===== src/rtl/mod60_pkg.sv =====
package mod60_pkg;

    localparam int DIGIT_W  = 4;
    localparam int UNITS_M  = 10;
    localparam int TENS_M   = 6;

    // How a stage decides to return to zero
    typedef enum logic {
        WRAP_AT_TERMINAL = 1'b0,  // clear when current value has all bits of MOD-1
        CLEAR_AT_MODULUS = 1'b1   // clear when incremented value has all bits of MOD
    } recycle_e;

    typedef struct packed {
        logic [DIGIT_W-1:0] tens;
        logic [DIGIT_W-1:0] units;
    } count_t;

    // Partial-decode match: every set bit of pattern is set in value.
    // The first value reached counting up from 0 that matches is pattern itself.
    function automatic logic pattern_hit(input logic [DIGIT_W-1:0] value,
                                         input logic [DIGIT_W-1:0] pattern);
        return (value & pattern) == pattern;
    endfunction

endpackage


===== src/rtl/digit_stage.sv =====
module digit_stage
    import mod60_pkg::*;
#(
    parameter int       MOD     = 10,
    parameter int       W       = DIGIT_W,
    parameter recycle_e RECYCLE = WRAP_AT_TERMINAL
) (
    input  logic         clk,
    input  logic         rst,
    input  logic         step_en,
    output logic [W-1:0] q,
    output logic         at_term
);
    localparam logic [W-1:0] TERM_PAT = W'(MOD - 1);
    localparam logic [W-1:0] MOD_PAT  = W'(MOD);

    logic [W-1:0] q_r;
    logic [W-1:0] q_inc;
    logic         recycle;

    assign q_inc   = q_r + W'(1);
    assign at_term = pattern_hit(q_r, TERM_PAT);

    generate
        if (RECYCLE == CLEAR_AT_MODULUS) begin : g_clear_mod
            assign recycle = pattern_hit(q_inc, MOD_PAT);
        end else begin : g_wrap_term
            assign recycle = at_term;
        end
    endgenerate

    always_ff @(posedge clk) begin
        if (rst)
            q_r <= '0;
        else if (step_en)
            q_r <= recycle ? '0 : q_inc;
    end

    assign q = q_r;

    // reset clears the digit
    a_r1_reset_zero: assert property (@(posedge clk) rst |=> q_r == '0);
    // no step request, digit holds
    a_r7_hold: assert property (@(posedge clk) disable iff (rst)
        !step_en |=> $stable(q_r));
    // ordinary step increments by one
    a_r2_step_one: assert property (@(posedge clk) disable iff (rst)
        (step_en && q_r != TERM_PAT) |=> q_r == $past(q_r) + W'(1));
    // terminal value steps to zero
    a_r3_wrap_to_zero: assert property (@(posedge clk) disable iff (rst)
        (step_en && q_r == TERM_PAT) |=> q_r == '0);
    // stays in range
    a_r5_in_range: assert property (@(posedge clk) disable iff (rst)
        q_r < MOD_PAT);

endmodule


===== src/rtl/mod60_divider.sv =====
module mod60_divider
    import mod60_pkg::*;
#(
    parameter int W      = DIGIT_W,
    parameter int LOW_M  = UNITS_M,
    parameter int HIGH_M = TENS_M
) (
    input  logic         clk,
    input  logic         rst,
    input  logic         cnt_en,
    output logic [W-1:0] units_digit,
    output logic [W-1:0] tens_digit,
    output logic         div_pulse
);
    localparam int NSTAGE = 2;

    logic [NSTAGE-1:0] stage_en;
    logic [NSTAGE-1:0] stage_term;
    count_t            cnt;

    // Cascade: each stage enabled only while all lower stages are terminal
    assign stage_en[0] = cnt_en & ~rst;
    assign stage_en[1] = stage_en[0] & stage_term[0];

    digit_stage #(.MOD(LOW_M), .W(W), .RECYCLE(WRAP_AT_TERMINAL)) u_units (
        .clk     (clk),
        .rst     (rst),
        .step_en (stage_en[0]),
        .q       (cnt.units),
        .at_term (stage_term[0])
    );

    digit_stage #(.MOD(HIGH_M), .W(W), .RECYCLE(CLEAR_AT_MODULUS)) u_tens (
        .clk     (clk),
        .rst     (rst),
        .step_en (stage_en[1]),
        .q       (cnt.tens),
        .at_term (stage_term[1])
    );

    assign units_digit = cnt.units;
    assign tens_digit  = cnt.tens;
    assign div_pulse   = stage_en[1] & stage_term[1];

    // tens holds unless units carried
    a_r4_tens_only_on_carry: assert property (@(posedge clk) disable iff (rst)
        !(cnt_en && cnt.units == W'(LOW_M - 1)) |=> $stable(cnt.tens));
    // pulse returns the count to 00
    a_r6_pulse_rollover: assert property (@(posedge clk) disable iff (rst)
        div_pulse |=> (cnt.units == '0 && cnt.tens == '0));
    // pulse only at the top count
    a_r6_pulse_at_top: assert property (@(posedge clk)
        div_pulse |-> (cnt.units == W'(LOW_M - 1) && cnt.tens == W'(HIGH_M - 1)));
    // no pulse without enable or during reset
    a_r8_no_pulse_idle: assert property (@(posedge clk)
        (rst || !cnt_en) |-> !div_pulse);

endmodule


===== config.mk =====
export PLATFORM = sky130hd
export DESIGN_NAME = mod60_divider
export DESIGN_NICKNAME = d
export VERILOG_FILES = /design/src/rtl/mod60_pkg.sv /design/src/rtl/digit_stage.sv /design/src/rtl/mod60_divider.sv
export SDC_FILE = /design/constraint.sdc
export NUM_CORES = 1
export LEC_CHECK = 0
export BUFFER_PORTS_ARGS = -buffer_cell sky130_fd_sc_hd__buf_2
export CAP_MARGIN = 20
export CORE_AREA = 5 5 42 44
export DETAILED_ROUTE_END_ITERATION = 12
export DIE_AREA = 0 0 47 49
export GPL_TIMING_DRIVEN = 1
export PLACE_DENSITY_LB_ADDON = 0.15
export SLEW_MARGIN = 20
export SYNTH_ARGS = -nofsm -noshare
export SYNTH_HDL_FRONTEND = slang
export SYNTH_SLANG_ARGS = --single-unit

===== constraint.sdc =====
create_clock -name clk -period 1.38 [get_ports clk]
set_input_delay 0 -clock clk [delete_from_list [all_inputs] [get_ports clk]]
set_output_delay 0 -clock clk [all_outputs]
set_load 0.005 [all_outputs]

# Word-level counts from Yosys, hierarchy flattened
# Cells that the tools add are included.
[op_classes]
n_addsub = 2
n_eq_ne = 3
muxes = 2
bitwise = 4
[op_table]
columns = ["cell", "count"]
rows = [
  ["$add 4x1->4 const B", 2],
  ["$mux 4", 2],
  ["$eq 2x2->1 const B", 3],
  ["$and 1x1->1", 3],
  ["$not 1->1", 1],
]
[word_totals]
register_bits = 8
input_bits = 3
output_inout_bits = 9
wordCells = 13

# Longest topological paths before layout
# Gate-level depths: netlist of run 1.
[logic_depth]
word_depth = 4
depth_mapped = 4
mapped_depth_nobuf = 4

# Modules after synthesis
# From an unflattened synthesis of run 1, not the netlist that was laid out.
[hier_totals]
hier_cells = 50
area_unflattened_um2 = 441.7
[by_module_without_submodules]
columns = ["mod", "instances", "cells_each", "area_per_inst_um2", "seq_area_each_um2"]
rows = [
  ["digit_stage at u_tens", 1, 26, 230.2, 80.1],
  ["digit_stage at u_units", 1, 21, 182.7, 80.1],
  ["mod60_divider", 1, 3, 28.8, 0.0],
]

# Least setup slack after synthesis of run 1
# No wires, ideal clock.
[synth_path]
kind = "reg2reg"
start = "register u_tens.q_r[0] (netlist: u_tens.q[0])"
end = "register u_tens.q_r[3] (netlist: u_tens.q[3])"
setup_ps = 79
arrival_ps = 1051
t_required_ps = 1301
slack_ps = 250
path_stages_with_launch = 5
path_buffers = 0
period_less_slack_ps = 1130
path_cell_list = "dfxtp_1 ha_1 xnor2_1 o21ai_1 o211ai_1"
[synth_via]
elab_chain_cells = 3
[synth_rtl]
columns = ["element", "line", "rtl"]
rows = [
  ["from (decl)", "digit_stage.sv:17", "logic [W-1:0] q_r;"],
  ["from (signal assigned)", "digit_stage.sv:36", "q_r <= recycle ? '0 : q_inc;"],
  ["$add 4x1->4 (*)", "digit_stage.sv:21", "assign q_inc = q_r + W'(1);"],
  ["$eq 2x2->1", "mod60_pkg.sv:22", "return (value & pattern) == pattern;"],
  ["$mux 4 (*)", "digit_stage.sv:36", ""],
]
# Every way passes the cells marked *; elsewhere a longest branch is shown, timed or not.
# A chain may end at the register's enable or synchronous reset.

# Final worst setup path of run 1
[layout_path]
start = "register u_units.q_r[0] (netlist: u_units.q[0])"
end = "output div_pulse"
[layout_via]
elab_chain_cells = 3
[layout_rtl]
columns = ["element", "line", "rtl"]
rows = [
  ["from (decl)", "digit_stage.sv:17", ""],
  ["from (signal assigned)", "digit_stage.sv:36", ""],
  ["$eq 2x2->1", "mod60_pkg.sv:22", ""],
  ["$and 1x1->1", "mod60_divider.sv:23", "assign stage_en[1] = stage_en[0] & stage_term[0];"],
  ["$and 1x1->1", "mod60_divider.sv:43", "assign div_pulse = stage_en[1] & stage_term[1];"],
  ["to (decl)", "mod60_divider.sv:13", "output logic div_pulse"],
]
# Every way passes these cells.

==> impl_results.md, run 1 <==
- R2R cell count: 4
- Leak pwr: about 0.20 nW
- Grt total ovfl: 0
- Worst Path Arrival: 1.27 ns
- Worst path required time: between 1 and 1.5 ns
- DRT iter0 DRCs: 5
- Total GRT Usage: a little under a tenth
- Vias in the first global route: 355
- Largest cells by area after synthesis: dfxtp_1 (40%), nand2_1 (7.5%), a21oi_1 (6.2%)
- Final Power: between 400 and 500 uW
- Worst-path fanout max: 7
- Number of fill cells: 161
- Setup slack at placement: around 0.17 ns
- Highest Clock Rate: ~0.79 GHz
- Synth-to-Final Area Change: 23.05%
- Clk pwr share: between 30 and 40%
- HPWL Detailed: between 600 and 700 um
- Post-synth top area cell: dfxtp_1
- Global-route wire length before repair: 1518 um
- Sw Pwr: just over 100 uW
- Post-cts resize count: 0
- Share of layout cells above drive strength 1: 24.59%
- Hold_sp: rst
- Die W: approximately 47 um
- Sequential share of power: a little over half
- # hold bufs at CTS: 0
- Worst Setup Slack, final: 0.1079 ns
- Placed instance area: ~470 sq um
- Clock skew: between 0.0008 and 0.0009 ns
- Cells after Synth: 48
- Final instance area: 494.2 sq um
- H-tree depth: 1
- RSZ-0062 raised after global routing: false
- Final setup vio count: 0
- Comb pwr share: under 10%
- Top routing layer used: met4
- Mapped Area: 401.6 sq um
- WL final: approximately 900 um
- Met2 WL post-DR: 378 um
- Post-synthesis register bit count: 8
- Core area: between 1000 and 1500 sq um
- Max Cap Violations: 0
- Die area: about 2300 sq um
- Reg-to-Reg Start: u_tens.q[0]$_SDFFE_PP0P_
- Clock Sink Count: 8
- WS Path Type: flop to output port
- Setup bufs post-CTS: 0
- Pint: 351.5 uW
- Final period util: 92.18%
- Syn avg cell area: 8.367 sq um
- Routed Antenna Nets: 0
- Cell Rows: 14
- Synth unique cells: 19
- Initial antenna violation count: 0
- CTS max path bufs: 2
- I/O Pins: 12
- Routability cong.: approximately 0.72
- Hold Crit Depth: 2
- Final Slew Violations: 0
- Average wire per standard cell: approximately 11 um
- Worst IR Drop VDD: around 0.00045 V
- Yosys top cell area share: around 40%
- Met3 Wirelength: roughly 97 um
- Worst-path cell chain: and4b_4 -> and3_1 -> buf_2
- CTS tree: yes
- Syn_nets: 53
- Synth warn: 0
- Vias per cell: a little over 5
- Reg clk slew, reported paths: 0.05 ns
- Crit path from: u_units.q[0]$_SDFFE_PP0P_
- TritonCTS buffer count: 3
- Status: complete, no violations
- TNS Setup: 0 ns
- Clk_lat worst skew: about 0.25 ns
- Number of remaining DRC errors: 0
- Die height: between 40 and 50 um
- Drt first pass iters: 3
- Sw Share: between 20% and 30%
- CP Capture Type: output port
- Power Dens Cells: between 900 and 1000 nW/um^2
- Worst Hold Class: input port to flop
- Largest net degree at the start of global routing: 12
- PortBufs: 11
- Slowest CP cell: dfxtp_1
- Worst-Margin Slew: 0.3412 ns
- Wire length on met1: 387 um
- Endpoints failing hold: 0
- Sequential-to-total area share from yosys stat: between 30% and 40%
- Antenna Cells: 0
- Minimum clock period: 1.272 ns
- CTS root buffer: clkbuf_4
- Vias: 387
- CP peak stage delay: ~0.44 ns
- Crit start category: flop
- Initial core utilization: between 20% and 30%
- Final nets: about 70
- Slew margin rel.: 77.09%
==> final cells by class <==
class	instances	area (sq um)	share of cell area, %
Inverter	2	7.507	1.519
Timing Repair Buffer	11	55.05	11.14
Sequential cell	8	160.2	32.41
Multi-Input combinational cell	37	229.0	46.33
Tap cell	16	20.02	4.051
Clock buffer	3	22.52	4.557
==> metrics by stage <==
| step | hold slack (ns) | instances | util, % |
|---|---|---|---|
| floorplan | 0.1368 | 48 | - |
| global placement | 0.3150 | 74 | 33.66 |
| detailed placement | 0.3169 | 74 | 33.66 |
| CTS | 0.04183 | 77 | 35.27 |
| global route | 0.05432 | 77 | 35.27 |
| finish | 0.04188 | 77 | 35.27 |
==> path summary, 6_finish.rpt <==
path                          endpoint  slack (ns)
max reg2reg   u_tens.q[3]$_SDFFE_PP0P_        0.15
min reg2reg   u_tens.q[1]$_SDFFE_PP0P_        0.50
min          u_units.q[3]$_SDFFE_PP0P_        0.04
max                          div_pulse        0.11
==> worst max-delay path, delay by kind of cell, from the launching register on <==
| family | cells | cell delay, ns |
|---|---|---|
| buffers and inverters | 1 | 0.10 |
| flip-flops | 1 | 0.44 |
| AND/OR/NAND/NOR | 2 | 0.47 |
==> kinds of logic after synthesis <==
kind of cell | count (synthesis) | synth area share (%)
AO/OA/AOI/OAI | 10 | 14.33
XOR/XNOR | 3 | 6.543
adder cells (fa/ha/maj) | 2 | 6.230
buffers and inverters | 3 | 3.115
AND/OR/NAND/NOR | 22 | 29.91
flip-flops | 8 | 39.87
==> power groups by stage <==
stage               sequential, mW  combinational (mW)  clock (mW)
finish                       0.245              0.0304       0.179
global route                 0.247              0.0370       0.208
CTS                          0.246              0.0312       0.193
detailed placement           0.251              0.0311           0
global placement             0.251              0.0310           0
floorplan                    0.250              0.0174           0
==> synthesized netlist by cell type <==
master / count
a21oi_1: 5
and3_1: 1
and4b_4: 1
buf_2: 1
dfxtp_1: 8
ha_1: 2
inv_1: 2
nand2_1: 8
nand2b_1: 1
nand3_1: 3
nand4b_1: 2
nor2_1: 2
nor2b_1: 1
nor3_1: 1
o211ai_1: 3
o21ai_1: 2
or3_1: 2
xnor2_1: 2
xor2_1: 1
==> state kept, by name, summed over array words and instances, names as in the netlist <==
signal and count:
u_tens.q 4, u_units.q 4
==> cells in the final DEF (no fill, tap or decap) <==
cell / instances
a21oi_1: 5
and3_1: 1
and4b_4: 1
buf_2: 11
clkbuf_4: 3
dfxtp_1: 8
ha_1: 2
inv_1: 2
nand2_1: 8
nand2b_1: 1
nand3_1: 3
nand4b_1: 2
nor2_1: 2
nor2b_1: 1
nor3_1: 1
o211ai_1: 3
o21ai_1: 2
or3_1: 2
xnor2_1: 2
xor2_1: 1
==> per-layer routing <==
layer | GRT usage (%) | up-vias
li1 | - | 199
met1 | 10.75 | 172
met2 | 12.90 | 14
met3 | 5.535 | 2
met4 | 4.147 | 0
met5 | 0 | -
Power figures use the tool's default switching activity.
==> inputs of run 2 (changes only) <==
--- a/config.mk
+++ b/config.mk
@@ -7,9 +7,9 @@
 export LEC_CHECK = 0
 export BUFFER_PORTS_ARGS = -buffer_cell sky130_fd_sc_hd__buf_2
 export CAP_MARGIN = 20
-export CORE_AREA = 5 5 42 44
+export CORE_MARGIN = 5
+export CORE_UTILIZATION = 28
 export DETAILED_ROUTE_END_ITERATION = 12
-export DIE_AREA = 0 0 47 49
 export GPL_TIMING_DRIVEN = 1
 export PLACE_DENSITY_LB_ADDON = 0.15
 export SLEW_MARGIN = 20
==> run 2 against run 1 <==
Effect of this change: wire length fell by 3.9%; clock power fell by 4%; largest cell class unchanged; fmax rose by 0.66%.
==> impl_results.md, run 2 (synthesis gave the netlist of run 1 again) <==
- Worst Path Arrival: 1.26 ns (about the same)
- Final setup vio count: 0 (unchanged)
- Vias per cell: 4.882 (-2.9%)
- DP Cell Count: 73 (-1.4%)
- DRT iter0 DRCs: 6 (+1)
- Hold Crit Depth: 2 (unchanged)
- WS Path Type: flop to output port
- Most frequent cells in the layout: buf_2 (11), nand2_1 (8), dfxtp_1 (8)
- Power Dens Cells: 906.6 nW/um^2 (-1.6%)
- Number of fill cells: 151 (-6.2%)
- Sw Pwr: 95.81 uW (-7.7%)
- Die area: 2292 sq um (-0.48%)
- Reg clk slew, reported paths: 0.05 ns (about the same)
- Total GRT Usage: 8.604% (-0.54 points)
- Clk pwr share: 38.3% (-1.1 points)
- HPWL Detailed: 634.3 um (-2.5%)
- Initial antenna violation count: 0 (unchanged)
- CTS max path bufs: 2 (unchanged)
- Worst IR Drop VDD: 0.0003905 V (-13%)
- Worst Hold Class: input port to flop
- Initial core utilization: 30.11% (+1.5 points)
- Routability cong.: 0.7738 (+8.0%)
- Worst-Margin Slew: 0.3003 ns (-0.04087 ns)
- Worst-path cell chain: and4b_4 -> and3_1 -> buf_2
- Clock Sink Count: 8 (unchanged)
- Slew margin rel.: 79.83% (+2.7 points)
- Cell Rows: 13 (-1)
- Worst-path fanout max: 7 (unchanged)
- WL final: 840 um (-3.9%)
- Synth-to-Final Area Change: 22.74%
- Antenna Cells: 0 (unchanged)
- CTS root buffer: clkbuf_4
- Reg2reg setup slack: 0.14 ns (about the same)
- Hold_sp: rst
- Sw Share: 21.44% (-1.4 points)
- TNS Setup: 0 ns (unchanged)
- R2R cell count: 4 (unchanged)
- RSZ-0062 raised after global routing: false
- TritonCTS buffer count: 3 (unchanged)
- Worst path required time: 1.38 ns (about the same)
- Pint: 351.1 uW (-0.11%)
- Number of remaining DRC errors: 0 (unchanged)
- Vias in the first global route: 296 (-17%)
- Clock skew: 0.0008657 ns (-0.00002015 ns)
- Largest net degree at the start of global routing: 12 (unchanged)
- Final period util: 91.57% (-0.61 points)
- Highest Clock Rate: 0.7913 GHz (+0.66%)
- CP peak stage delay: 0.44 ns (about the same)
- Status: complete, no violations
- Fin cells: 76 (-1.3%)
- Comb pwr share: 6.7% (about the same)
- R2R Path End: u_tens.q[0]$_SDFFE_PP0P_
- I/O Pins: 12 (unchanged)
- Sequential share of power: 55.0% (+1.1 points)
- CTS tree: yes
- Max Cap Violations: 0 (unchanged)
- Die W: 47.88 um (+1.9%)
- Delay-heaviest family, CP: simple AND/OR/NAND/NOR gates
- Final Power: 446.9 uW (-1.8%)
- Reg-to-Reg Start: u_tens.q[0]$_SDFFE_PP0P_
- H-tree depth: 1 (unchanged)
- Core area: 1334 sq um (-4.8%)
- Hold path endpoint: u_tens.q[1]$_SDFFE_PP0P_
- Endpoints failing hold: 0 (unchanged)
- CP bufs+invs: 1 (unchanged)
- PortBufs: 11 (unchanged)
- Post-cts resize count: 0 (unchanged)
- CP Capture Type: output port
- Die height: 47.88 um (-2.3%)
- Global-route wire length before repair: 1276 um (-16%)
- Drt first pass iters: 4 (+1)
- Average wire per standard cell: 11.05 um (-2.6%)
- Setup bufs post-CTS: 0 (unchanged)
- Minimum clock period: 1.264 ns (-0.008404 ns)
- Vias: 371 (-4.1%)
- # hold bufs at CTS: 0 (unchanged)
- Most common cell after layout, fill and taps aside: buf_2
- Grt total ovfl: 0 (unchanged)
- Final Slew Violations: 0 (unchanged)
- Final nets: 68 (unchanged)
- Share of layout cells above drive strength 1: 24.59% (unchanged)
- Slowest CP cell: dfxtp_1
- Routed Antenna Nets: 0 (unchanged)
- Crit start category: flop
- Clk_lat worst skew: 0.24 ns (about the same)
- Leak pwr: 0.1974 nW (unchanged)
-- run 2: stage by stage --
stage	hold WS [ns]	utilization, %	worst slack, ns	cell area (sq um)
global placement	0.3203	35.27	0.1850	470.5
CTS	0.03942	36.96	0.09240	493.0
finish	0.04642	36.96	0.1163	493.0
detailed placement	0.3131	35.27	0.1587	470.5
floorplan	0.1368	-	0.2503	401.6
global route	0.03312	36.96	0.008369	493.0
-- run 2: area by class of cell --
type / count / area (sq um) / share of cell area, %
Timing Repair Buffer: 11 / 55.05 / 11.17
Inverter: 2 / 7.507 / 1.523
Sequential cell: 8 / 160.2 / 32.49
Tap cell: 15 / 18.77 / 3.807
Clock buffer: 3 / 22.52 / 4.569
Multi-Input combinational cell: 37 / 229.0 / 46.45
-- run 2: power groups by stage --
stage          clock [mW]  combinational (mW)  sequential (mW)
2_1_floorplan           0              0.0174            0.250
3_5_place_dp            0              0.0307            0.250
5_1_grt             0.208              0.0342            0.246
6_report            0.171              0.0301            0.246
4_1_cts             0.187              0.0309            0.245
3_3_place_gp            0              0.0315            0.251
-- run 2: how the worst max path moves through the flow --
stage / start / endpoint / slack, ns / cells after the start
4_1_cts: u_units.q[0]$_SDFFE_PP0P_ / div_pulse / 0.09 / 3
2_1_floorplan: u_tens.q[0]$_SDFFE_PP0P_ / u_tens.q[3]$_SDFFE_PP0P_ / 0.25 / 4
5_1_grt: u_tens.q[0]$_SDFFE_PP0P_ / u_tens.q[0]$_SDFFE_PP0P_ / 0.008 / 4
3_3_place_gp: u_tens.q[0]$_SDFFE_PP0P_ / u_tens.q[0]$_SDFFE_PP0P_ / 0.19 / 4
6_report: u_units.q[0]$_SDFFE_PP0P_ / div_pulse / 0.12 / 3
3_5_place_dp: u_tens.q[0]$_SDFFE_PP0P_ / u_tens.q[0]$_SDFFE_PP0P_ / 0.16 / 4
-- run 2: metal layers --
layer  up-vias  global-route usage, %  part of all wire, %
met5         -                      0                    0
met4         0                  4.839                  1.5
met3         2                  7.143                  9.6
met2        12                  10.29                   40
met1       158                  10.35                   48
li1        199                      -                    -
-- run 2: worst register-to-register path, stage by stage (launching register included) --
cell and delay, ns:
dfxtp_1 0.35, ha_1 0.25, xnor2_1 0.28, o211ai_1 0.13
a21oi_1 0.16
==> inputs of run 3 (changes only) <==
--- a/config.mk
+++ b/config.mk
@@ -7,9 +7,9 @@
 export LEC_CHECK = 0
 export BUFFER_PORTS_ARGS = -buffer_cell sky130_fd_sc_hd__buf_2
 export CAP_MARGIN = 20
-export CORE_MARGIN = 5
-export CORE_UTILIZATION = 28
+export CORE_AREA = 5 5 42 44
 export DETAILED_ROUTE_END_ITERATION = 12
+export DIE_AREA = 0 0 47 49
 export GPL_TIMING_DRIVEN = 1
 export PLACE_DENSITY_LB_ADDON = 0.15
 export SLEW_MARGIN = 20
==> constraint.sdc (replaced) <==
create_clock -name clk -period 1.38 [get_ports clk]
set_input_delay 0 -clock clk [delete_from_list [all_inputs] [get_ports clk]]
set_output_delay 0 -clock clk [all_outputs]
set_load 0.02 [all_outputs]
==> run 3 against run 2 <==
Effect of this change: fmax up 0.20%; register-to-register slack hardly changed; count of clock-buffer cells in the layout is the same; non-clock buffer count stayed put; via count grew 4.3%; power up 3.7%; clock skew rose by 0.00059 ns; critical endpoint unchanged; largest cell class unchanged; highest routed layer unchanged.
==> impl_results.md, run 3 (synthesis gave the netlist of run 1 again) <==
- Most frequent cells in the layout: buf_2 (11), nand2_1 (8), dfxtp_1 (7)
- Final period util: 91.39% (-0.18 points)
- Initial core utilization: 28.66% (-1.5 points)
- Final instance area: 495.5 sq um (+0.51%)
- Clk_lat worst skew: 0.25 ns (about the same)
- Reg clk slew, reported paths: 0.05 ns (about the same)
- Grt total ovfl: 0 (unchanged)
- Sw Share: 23.96% (+2.5 points)
- Most common cell after layout, fill and taps aside: buf_2
- I/O Pins: 12 (unchanged)
- Number of fill cells: 161 (+6.6%)
- H-tree depth: 1 (unchanged)
- Leak pwr: 0.1977 nW (+0.13%)
- Slowest CP cell: dfxtp_1
- Vias in the first global route: 355 (+20%)
- DRT iter0 DRCs: 5 (-1)
- Worst Setup Slack, final: 0.1188 ns (+0.002548 ns)
- PortBufs: 11 (unchanged)
- Die W: 47 um (-1.8%)
- Antenna Cells: 0 (unchanged)
- CTS max path bufs: 2 (unchanged)
- Worst-path cell chain: and4b_4 -> and3_1 -> buf_2
- Endpoints failing hold: 0 (unchanged)
- Synth-to-Final Area Change: 23.36%
- Multi-input gate area: 229.0 sq um (unchanged)
- CTS tree: yes
- Highest Clock Rate: 0.7929 GHz (+0.20%)
- Die area: 2303 sq um (+0.48%)
- RSZ-0062 raised after global routing: false
- Clock skew: 0.001459 ns (+0.0005929 ns)
- CTS root buffer: clkbuf_4
- CP peak stage delay: 0.40 ns (-0.04 ns)
- Final Slew Violations: 0 (unchanged)
- Comb pwr share: 8.1% (+1.4 points)
- TNS Setup: 0 ns (unchanged)
- Worst Hold Class: input port to flop
- Worst path required time: 1.38 ns (about the same)
- Vias: 387 (+4.3%)
- Share of layout cells above drive strength 1: 26.23% (+1.6 points)
- Cell Rows: 14 (+1)
- # hold bufs at CTS: 0 (unchanged)
- Power Dens Cells: 935.5 nW/um^2 (+3.2%)
- Number of remaining DRC errors: 0 (unchanged)
- Final nets: 68 (unchanged)
- Setup bufs post-CTS: 0 (unchanged)
- Slew margin rel.: 76.96% (-2.9 points)
- Worst IR Drop VDD: 0.0004547 V (+16%)
- Drt first pass iters: 3 (-1)
- Final setup vio count: 0 (unchanged)
- Total GRT Usage: 9.148% (+0.54 points)
- Sw Pwr: 111.1 uW (+16%)
- Placed instance area: 471.7 sq um (+0.27%)
- Routability cong.: 0.7163 (-7.4%)
- Global-route wire length before repair: 1518 um (+19%)
- HPWL Detailed: 650.5 um (+2.6%)
- Reg area: 161.4 sq um (+0.78%)
- TritonCTS buffer count: 3 (unchanged)
- Post-cts resize count: 0 (unchanged)
- WL final: 870 um (+3.6%)
- Pint: 352.5 uW (+0.38%)
- Core area: 1401 sq um (+5.1%)
- Status: complete, no violations
- Worst-Margin Slew: 0.3431 ns (+0.04275 ns)
- Worst-path fanout max: 6 (-1)
- WS Path Type: flop to output port
- Max Cap Violations: 0 (unchanged)
- Setup slack at placement: 0.1712 ns (+0.01256 ns)
- Worst Path Arrival: 1.26 ns (about the same)
- Sequential share of power: 53.1% (-1.9 points)
- Minimum clock period: 1.261 ns (-0.002548 ns)
- Routed Antenna Nets: 0 (unchanged)
- Vias per cell: 5.026 (+3.0%)
- Initial antenna violation count: 0 (unchanged)
- Final hold slack: 0.03996 ns (-0.006462 ns)
- Die height: 49 um (+2.3%)
- Clk pwr share: 38.8% (+0.5 points)
- Crit start category: flop
- Largest net degree at the start of global routing: 12 (unchanged)
- Final Power: 463.5 uW (+3.7%)
- CP Capture Type: output port
- Average wire per standard cell: 11.30 um (+2.2%)
- Clock Sink Count: 8 (unchanged)
-- run 3: power groups by stage --
stage | logic, mW | registers, mW | clock network (mW)
after CTS | 0.0381 | 0.246 | 0.193
after detailed placement | 0.0380 | 0.251 | 0
after global routing | 0.0440 | 0.248 | 0.208
after floorplan | 0.0174 | 0.257 | 0
final | 0.0374 | 0.246 | 0.180
after global placement | 0.0379 | 0.251 | 0
-- run 3: cell type report --
class	count	share of cell area (%)
multi-input combinational	37	46.21
sequential	8	32.58
timing repair buffer	11	11.11
clock buffer	3	4.545
tap	16	4.040
inverter	2	1.515
-- run 3: per-stage QoR --
stage | instances | utilization [%]
finish | 77 | 35.36
global route | 77 | 35.36
CTS | 77 | 35.27
detailed placement | 74 | 33.66
global placement | 74 | 33.66
floorplan | 48 | -
-- run 3: critical path: cells and delay by family, from the launching register on --
kind                   cells  cell delay (ns)
flip-flops                 1             0.40
buffers and inverters      1             0.16
AND/OR/NAND/NOR            2             0.46
-- run 3: metal layers --
metal / GRT usage, % / vias up / share of wire (%)
met5: 0 / - / 0
met4: 4.147 / 0 / 1.3
met3: 5.535 / 2 / 11
met2: 12.90 / 16 / 43
met1: 10.75 / 170 / 44
li1: - / 199 / -
-- run 3: final timing paths --
| kind | depth (start not counted) | start | to | slack (ns) |
|---|---|---|---|---|
| worst min register to register | 2 | u_tens.q[1]$_SDFFE_PP0P_ | u_tens.q[1]$_SDFFE_PP0P_ | 0.50 |
| worst min-delay path | 2 | rst | u_units.q[0]$_SDFFE_PP0P_ | 0.04 |
| worst max register to register | 4 | u_tens.q[0]$_SDFFE_PP0P_ | u_tens.q[3]$_SDFFE_PP0P_ | 0.15 |
| worst max-delay path | 3 | u_units.q[3]$_SDFFE_PP0P_ | div_pulse | 0.12 |
